### src/rtl/hc_port_pkg.sv
package hc_port_pkg;
  localparam int REG_W = 32;

  typedef enum logic [3:0] {
    TM_OFF     = 4'd0,
    TM_J       = 4'd1,
    TM_K       = 4'd2,
    TM_SE0NAK  = 4'd3,
    TM_PACKET  = 4'd4,
    TM_FORCEEN = 4'd5
  } testMode_e;

  // strobes from control to datapath
  typedef struct packed {
    logic cfgRise;
    logic cfgLow;
    logic wrStrobe;
  } ctrlStrobe_t;

  localparam int BIT_WAKE_HI = 22;
  localparam int BIT_WAKE_LO = 20;
  localparam int BIT_TM_HI   = 19;
  localparam int BIT_TM_LO   = 16;
  localparam int BIT_OWNER   = 13;
  localparam int BIT_POWER   = 12;
  localparam logic [REG_W-1:0] RSVD_MASK = 32'hFF80_C3FF;
endpackage

### src/rtl/hc_port_ctrl_seq.sv
module hc_port_ctrl_seq
  import hc_port_pkg::*;
#(
  parameter int NPORTS = 2,
  parameter int ADDR_W = 8,
  parameter int BASE   = 'h64,
  parameter int STRIDE = 4
) (
  input  logic              clk,
  input  logic              rstN,
  input  logic [ADDR_W-1:0] busAddr,
  input  logic              busWrEn,
  input  logic              cfgFlag,
  output ctrlStrobe_t       strobe,
  output logic [NPORTS-1:0] portHit
);
  logic cfgQ;

  always_ff @(posedge clk) begin
    if (!rstN) cfgQ <= 1'b0;
    else       cfgQ <= cfgFlag;
  end

  for (genvar i = 0; i < NPORTS; i++) begin : g_dec
    localparam int PORT_ADDR = BASE + STRIDE * i;
    assign portHit[i] = (busAddr == ADDR_W'(PORT_ADDR));
  end

  always_comb begin
    strobe.cfgRise  = cfgFlag & ~cfgQ;
    strobe.cfgLow   = ~cfgFlag;
    strobe.wrStrobe = busWrEn;
  end
endmodule

### src/rtl/hc_port_regs.sv
module hc_port_regs
  import hc_port_pkg::*;
#(
  parameter int NPORTS = 2
) (
  input  logic                clk,
  input  logic                rstN,
  input  ctrlStrobe_t         strobe,
  input  logic [NPORTS-1:0]   portHit,
  input  logic [REG_W-1:0]    busWdata,
  input  logic                pwrCtlCap,
  input  logic [NPORTS-1:0]   overCurrent,
  input  logic [NPORTS-1:0]   connStat,
  input  logic [NPORTS-1:0]   portEn,
  input  logic [NPORTS-1:0]   lineDp,
  input  logic [NPORTS-1:0]   lineDm,
  output logic [REG_W-1:0]    busRdata,
  output logic [NPORTS-1:0]   portOwner,
  output logic [NPORTS-1:0]   portPower,
  output logic [4*NPORTS-1:0] testModeEff
);
  localparam int TM_W = BIT_TM_HI - BIT_TM_LO + 1;
  localparam int WK_W = BIT_WAKE_HI - BIT_WAKE_LO + 1;

  logic [REG_W-1:0] portWord [NPORTS];

  for (genvar i = 0; i < NPORTS; i++) begin : g_port
    logic [WK_W-1:0] wakeQ;
    logic [TM_W-1:0] tmQ;
    logic            ownQ;
    logic            pwrQ;
    logic            wrHere;
    logic            pwrEff;
    logic            lsValid;
    logic [1:0]      lineStat;

    assign wrHere = strobe.wrStrobe & portHit[i];

    always_ff @(posedge clk) begin
      if (!rstN) begin
        wakeQ <= '0;
        tmQ   <= TM_OFF;
        ownQ  <= 1'b1;
        pwrQ  <= 1'b0;
      end else begin
        if (wrHere) begin
          wakeQ <= busWdata[BIT_WAKE_HI:BIT_WAKE_LO];
          tmQ   <= busWdata[BIT_TM_HI:BIT_TM_LO];
        end
        if (strobe.cfgLow)       ownQ <= 1'b1;
        else if (strobe.cfgRise) ownQ <= 1'b0;
        else if (wrHere)         ownQ <= busWdata[BIT_OWNER];
        if (pwrCtlCap && pwrQ && overCurrent[i]) pwrQ <= 1'b0;
        else if (wrHere && pwrCtlCap)            pwrQ <= busWdata[BIT_POWER];
      end
    end

    assign pwrEff   = pwrCtlCap ? pwrQ : 1'b1;
    assign lsValid  = pwrEff & connStat[i] & ~portEn[i];
    assign lineStat = lsValid ? {lineDp[i], lineDm[i]} : 2'b00;

    assign portWord[i] = {9'b0, wakeQ, tmQ, 2'b00, ownQ, pwrEff, lineStat, 10'b0};
    assign portOwner[i] = ownQ;
    assign portPower[i] = pwrEff;
    assign testModeEff[4*i +: 4] = (tmQ <= TM_FORCEEN) ? tmQ : TM_OFF;
  end

  always_comb begin
    busRdata = '0;
    for (int i = 0; i < NPORTS; i++) begin
      if (portHit[i]) busRdata = portWord[i];
    end
  end
endmodule

### src/rtl/hc_port_ctrl.sv
module hc_port_ctrl
  import hc_port_pkg::*;
#(
  parameter int NPORTS = 2,
  parameter int ADDR_W = 8,
  parameter int BASE   = 'h64,
  parameter int STRIDE = 4
) (
  input  logic                clk,
  input  logic                rstN,
  input  logic [ADDR_W-1:0]   busAddr,
  input  logic                busWrEn,
  input  logic [31:0]         busWdata,
  output logic [31:0]         busRdata,
  input  logic                cfgFlag,
  input  logic                pwrCtlCap,
  input  logic [NPORTS-1:0]   overCurrent,
  input  logic [NPORTS-1:0]   connStat,
  input  logic [NPORTS-1:0]   portEn,
  input  logic [NPORTS-1:0]   lineDp,
  input  logic [NPORTS-1:0]   lineDm,
  output logic [NPORTS-1:0]   portOwner,
  output logic [NPORTS-1:0]   portPower,
  output logic [4*NPORTS-1:0] testModeEff
);
  ctrlStrobe_t       strobe;
  logic [NPORTS-1:0] portHit;

  hc_port_ctrl_seq #(
    .NPORTS(NPORTS), .ADDR_W(ADDR_W), .BASE(BASE), .STRIDE(STRIDE)
  ) u_seq (
    .clk(clk), .rstN(rstN), .busAddr(busAddr), .busWrEn(busWrEn),
    .cfgFlag(cfgFlag), .strobe(strobe), .portHit(portHit)
  );

  hc_port_regs #(.NPORTS(NPORTS)) u_regs (
    .clk(clk), .rstN(rstN), .strobe(strobe), .portHit(portHit),
    .busWdata(busWdata), .pwrCtlCap(pwrCtlCap), .overCurrent(overCurrent),
    .connStat(connStat), .portEn(portEn), .lineDp(lineDp), .lineDm(lineDm),
    .busRdata(busRdata), .portOwner(portOwner), .portPower(portPower),
    .testModeEff(testModeEff)
  );
endmodule

### config.mk
export PLATFORM = sky130hd
export DESIGN_NAME = hc_port_ctrl
export DESIGN_NICKNAME = d
export VERILOG_FILES = /design/src/rtl/hc_port_pkg.sv /design/src/rtl/hc_port_ctrl_seq.sv /design/src/rtl/hc_port_regs.sv /design/src/rtl/hc_port_ctrl.sv
export SDC_FILE = /design/constraint.sdc
export NUM_CORES = 1
export LEC_CHECK = 0
export ABC_AREA = 1
export ABC_CLOCK_PERIOD_IN_PS = 1300
export BUFFER_PORTS_ARGS = -buffer_cell sky130_fd_sc_hd__buf_2
export CORE_MARGIN = 2
export CORE_UTILIZATION = 40
export DETAILED_ROUTE_END_ITERATION = 10
export GPL_TIMING_DRIVEN = 0
export PLACE_DENSITY_LB_ADDON = 0.08
export SYNTH_ARGS = -nofsm -noshare
export SYNTH_HDL_FRONTEND = slang
export SYNTH_SLANG_ARGS = --single-unit
### constraint.sdc
create_clock -name clk -period 1.3 [get_ports clk]
set_input_delay 0.26 -clock clk [delete_from_list [all_inputs] [get_ports clk]]
set_output_delay 0.26 -clock clk [all_outputs]
set_load 0.005 [all_outputs]
==> results.cfg <==
[global_routing]
grt_max_degree = 12
grt_pass1_vias = 1168
antenna_found_initial = 0
grt-ovfl-total = 0
grt_use_total_pct = 17.1
grt_pass1_wl_um = 4870

[placement]
place.gp.congestion = 0.761
port_buffers = 51
post-place-ws_ns = -0.211
place_hpwl_um = 2280

[detailed_routing]
vias_per_cell = 4.09
detailroute.via_count = 1399
routed_wirelength_um = 3210
drc = 0
wl_per_cell_um = 9.38
drtIter0Drc = 39
firstDrtPassIters = 4
antenna_left = 0

[synth]
synth_cells = 211
ys_types = 20
synth-seq-cells = 19
synth_top_area_cell = dfxtp_1
yosysWarningCount = 0
synth_seq_area_share_pct = 28.2
synth.top_cell.area_share_pct = 28.2
yosys-top-cells-area = dfxtp_1, buf_4, nor2_1, nand2_1, inv_1
synth_area_sq_mm = 0.00135
avgSynthCellArea_sq_um = 6.39

[timing]
hold_ws_ns = 0.182
finalCritPeriodShare_pct = 110
rsz0062_at_grt = true
worst_slack_ns = -0.131
slew_viol_final = 0
layout_min_cycle_time_ns = 1.43
final.setup.tns_ns = -0.434
clock.fmax_mhz = 699
skew_ns = 0.000265
hold_viol_final = 0
finalSetupViolations = 12

[clock_network]
insertion_delay_ns = 0.30
cts_tree = yes
cts.sinks = 19
cts-root-buf = clkbuf_4
cts_buffers = 3
ctsLongestPathBuffers = 2
path_clk_slew_ns = 0.11
hold_buffers = 0
h-tree-depth = 1

[critical_path]
crit_path_start_kind = register
required_ns = 1.04
cp.arrival_ns = 1.17
endpoint_kind = primary output
path_max_fanout = 2
criticalPathCategory = register to primary output

[floorplanning]
ioPinCount = 99
die_area_sq_mm = 0.00385
core-area_sq_mm = 0.00328
die_x_um = 62.1
rows = 21
initial_core_util_pct = 41.1
die_h_um = 62.1

[cells_and_area]
fill_cells = 330
diodes = 0
multiInputGateArea_sq_um = 783
drive_gt1_share_pct = 47.0
seqCellArea_sq_um = 389
layout.nets = 352
fin_util_pct = 61.3
areaGrowthSynthToFinish_pct = 49.2

[min_path]
hold_path_class = input pin to register

[pwr]
leakage_nw = 1.18
finalPower_mw = 1.15
vdd_drop_max_v = 0.000491
p_per_area_mw_per_mm2 = 572

[run]
cap_violations = 0

[status]
status = complete, but fails checks
failed_checks = negative setup slack
cell families (layout without fill, tap and decap cells):
family / count (synthesis) / count (layout) / share of synthesized area (%)
AOI/OAI and AO/OA: 11 / 11 / 5.29
buffers and inverters: 64 / 127 / 27.5
DFF: 19 / 19 / 28.2
other: 1 / 23 / 0.278
and+or+nand+nor: 116 / 116 / 38.8
flip-flops by register name, indices dropped and copies added (netlist names):
signal	cells
u_seq.cfgQ	1
u_regs.g_port.pwrQ	2
u_regs.g_port.wakeQ	6
u_regs.g_port.ownQ	2
u_regs.g_port.tmQ	8
per-layer routing:
layer / track usage, % / wire, um
met1: 20.8 / 1380
met2: 31.0 / 1580
met3: 1.66 / 200
met4: 6.38 / 51
met5: 0 / 0
repair_timing:
| action | CTS | global route |
|---|---|---|
| setup buffers | 6 | 2 |
| pin swaps | 8 | 7 |
| endpoints found under the setup margin | 18 | 19 |
| resized for setup | 39 | 19 |
through the flow:
stage,instance area [sq um],std cells
global placement,1740,330
global route,2010,342
finish,2010,342
CTS,1930,340
detailed placement,1740,330
floorplan,1430,233
area by class of cell:
| class | count | area share [%] |
|---|---|---|
| Tap cell | 46 | 2.86 |
| Timing Repair Buffer | 59 | 18.8 |
| Inverter | 33 | 6.41 |
| Buffer | 31 | 12.3 |
| Multi-Input combinational cell | 150 | 38.9 |
| Sequential cell | 19 | 19.3 |
| Clock buffer | 3 | 1.12 |
| Clock inverter | 1 | 0.249 |
power by group:
part / internal (mW) / switching, mW / total [mW]
clock network: 0.115 / 0.191 / 0.306
registers: 0.587 / 0.00329 / 0.591
logic: 0.139 / 0.115 / 0.254
total: 0.841 / 0.309 / 1.15
final timing paths:
check,from,endpoint,slack (ns),cells past startpoint
setup / recovery,u_regs.g_port[1].pwrQ$_SDFFE_PP0P_,busRdata[10],-0.13,7
hold / removal,busWdata[21],u_regs.g_port[1].wakeQ[1]$_SDFFE_PN0P_,0.18,3
setup reg to reg,u_regs.g_port[1].pwrQ$_SDFFE_PP0P_,u_regs.g_port[1].pwrQ$_SDFFE_PP0P_,0.50,6
hold reg to reg,u_regs.g_port[0].pwrQ$_SDFFE_PP0P_,u_regs.g_port[0].pwrQ$_SDFFE_PP0P_,0.51,2
layout by cell type (no fill, tap or decap), drive strengths merged:
cell	n
o22ai	8
nand4	4
o21ai	1
nor2	53
nand2	45
a211oi	1
inv	33
nand3	12
conb	23
buf	89
a22o	1
clkbuf	4
dfxtp	19
clkinv	1
nor3	2
worst max-delay path, stage by stage (launching register included):
cell and delay (ns):
dfxtp_2 0.37, nor2_4 0.05, inv_2 0.06, nand2_2 0.06
nor2_4 0.11, nand3_1 0.07, nand2_1 0.06, buf_2 0.10
cell usage after synthesis:
master,instances
nand4_1,4
nand3_4,2
buf_6,2
o22ai_1,8
a211oi_1,1
inv_1,32
nor2_1,49
conb_1,1
dfxtp_1,19
a22o_1,1
nand2_1,41
nand2_2,4
nor3_1,2
o21ai_0,1
nor2_2,1
clkbuf_8,1
nor2_4,3
buf_4,28
inv_2,1
nand3_1,10
No activity file was read; power rests on OpenSTA's default activity.
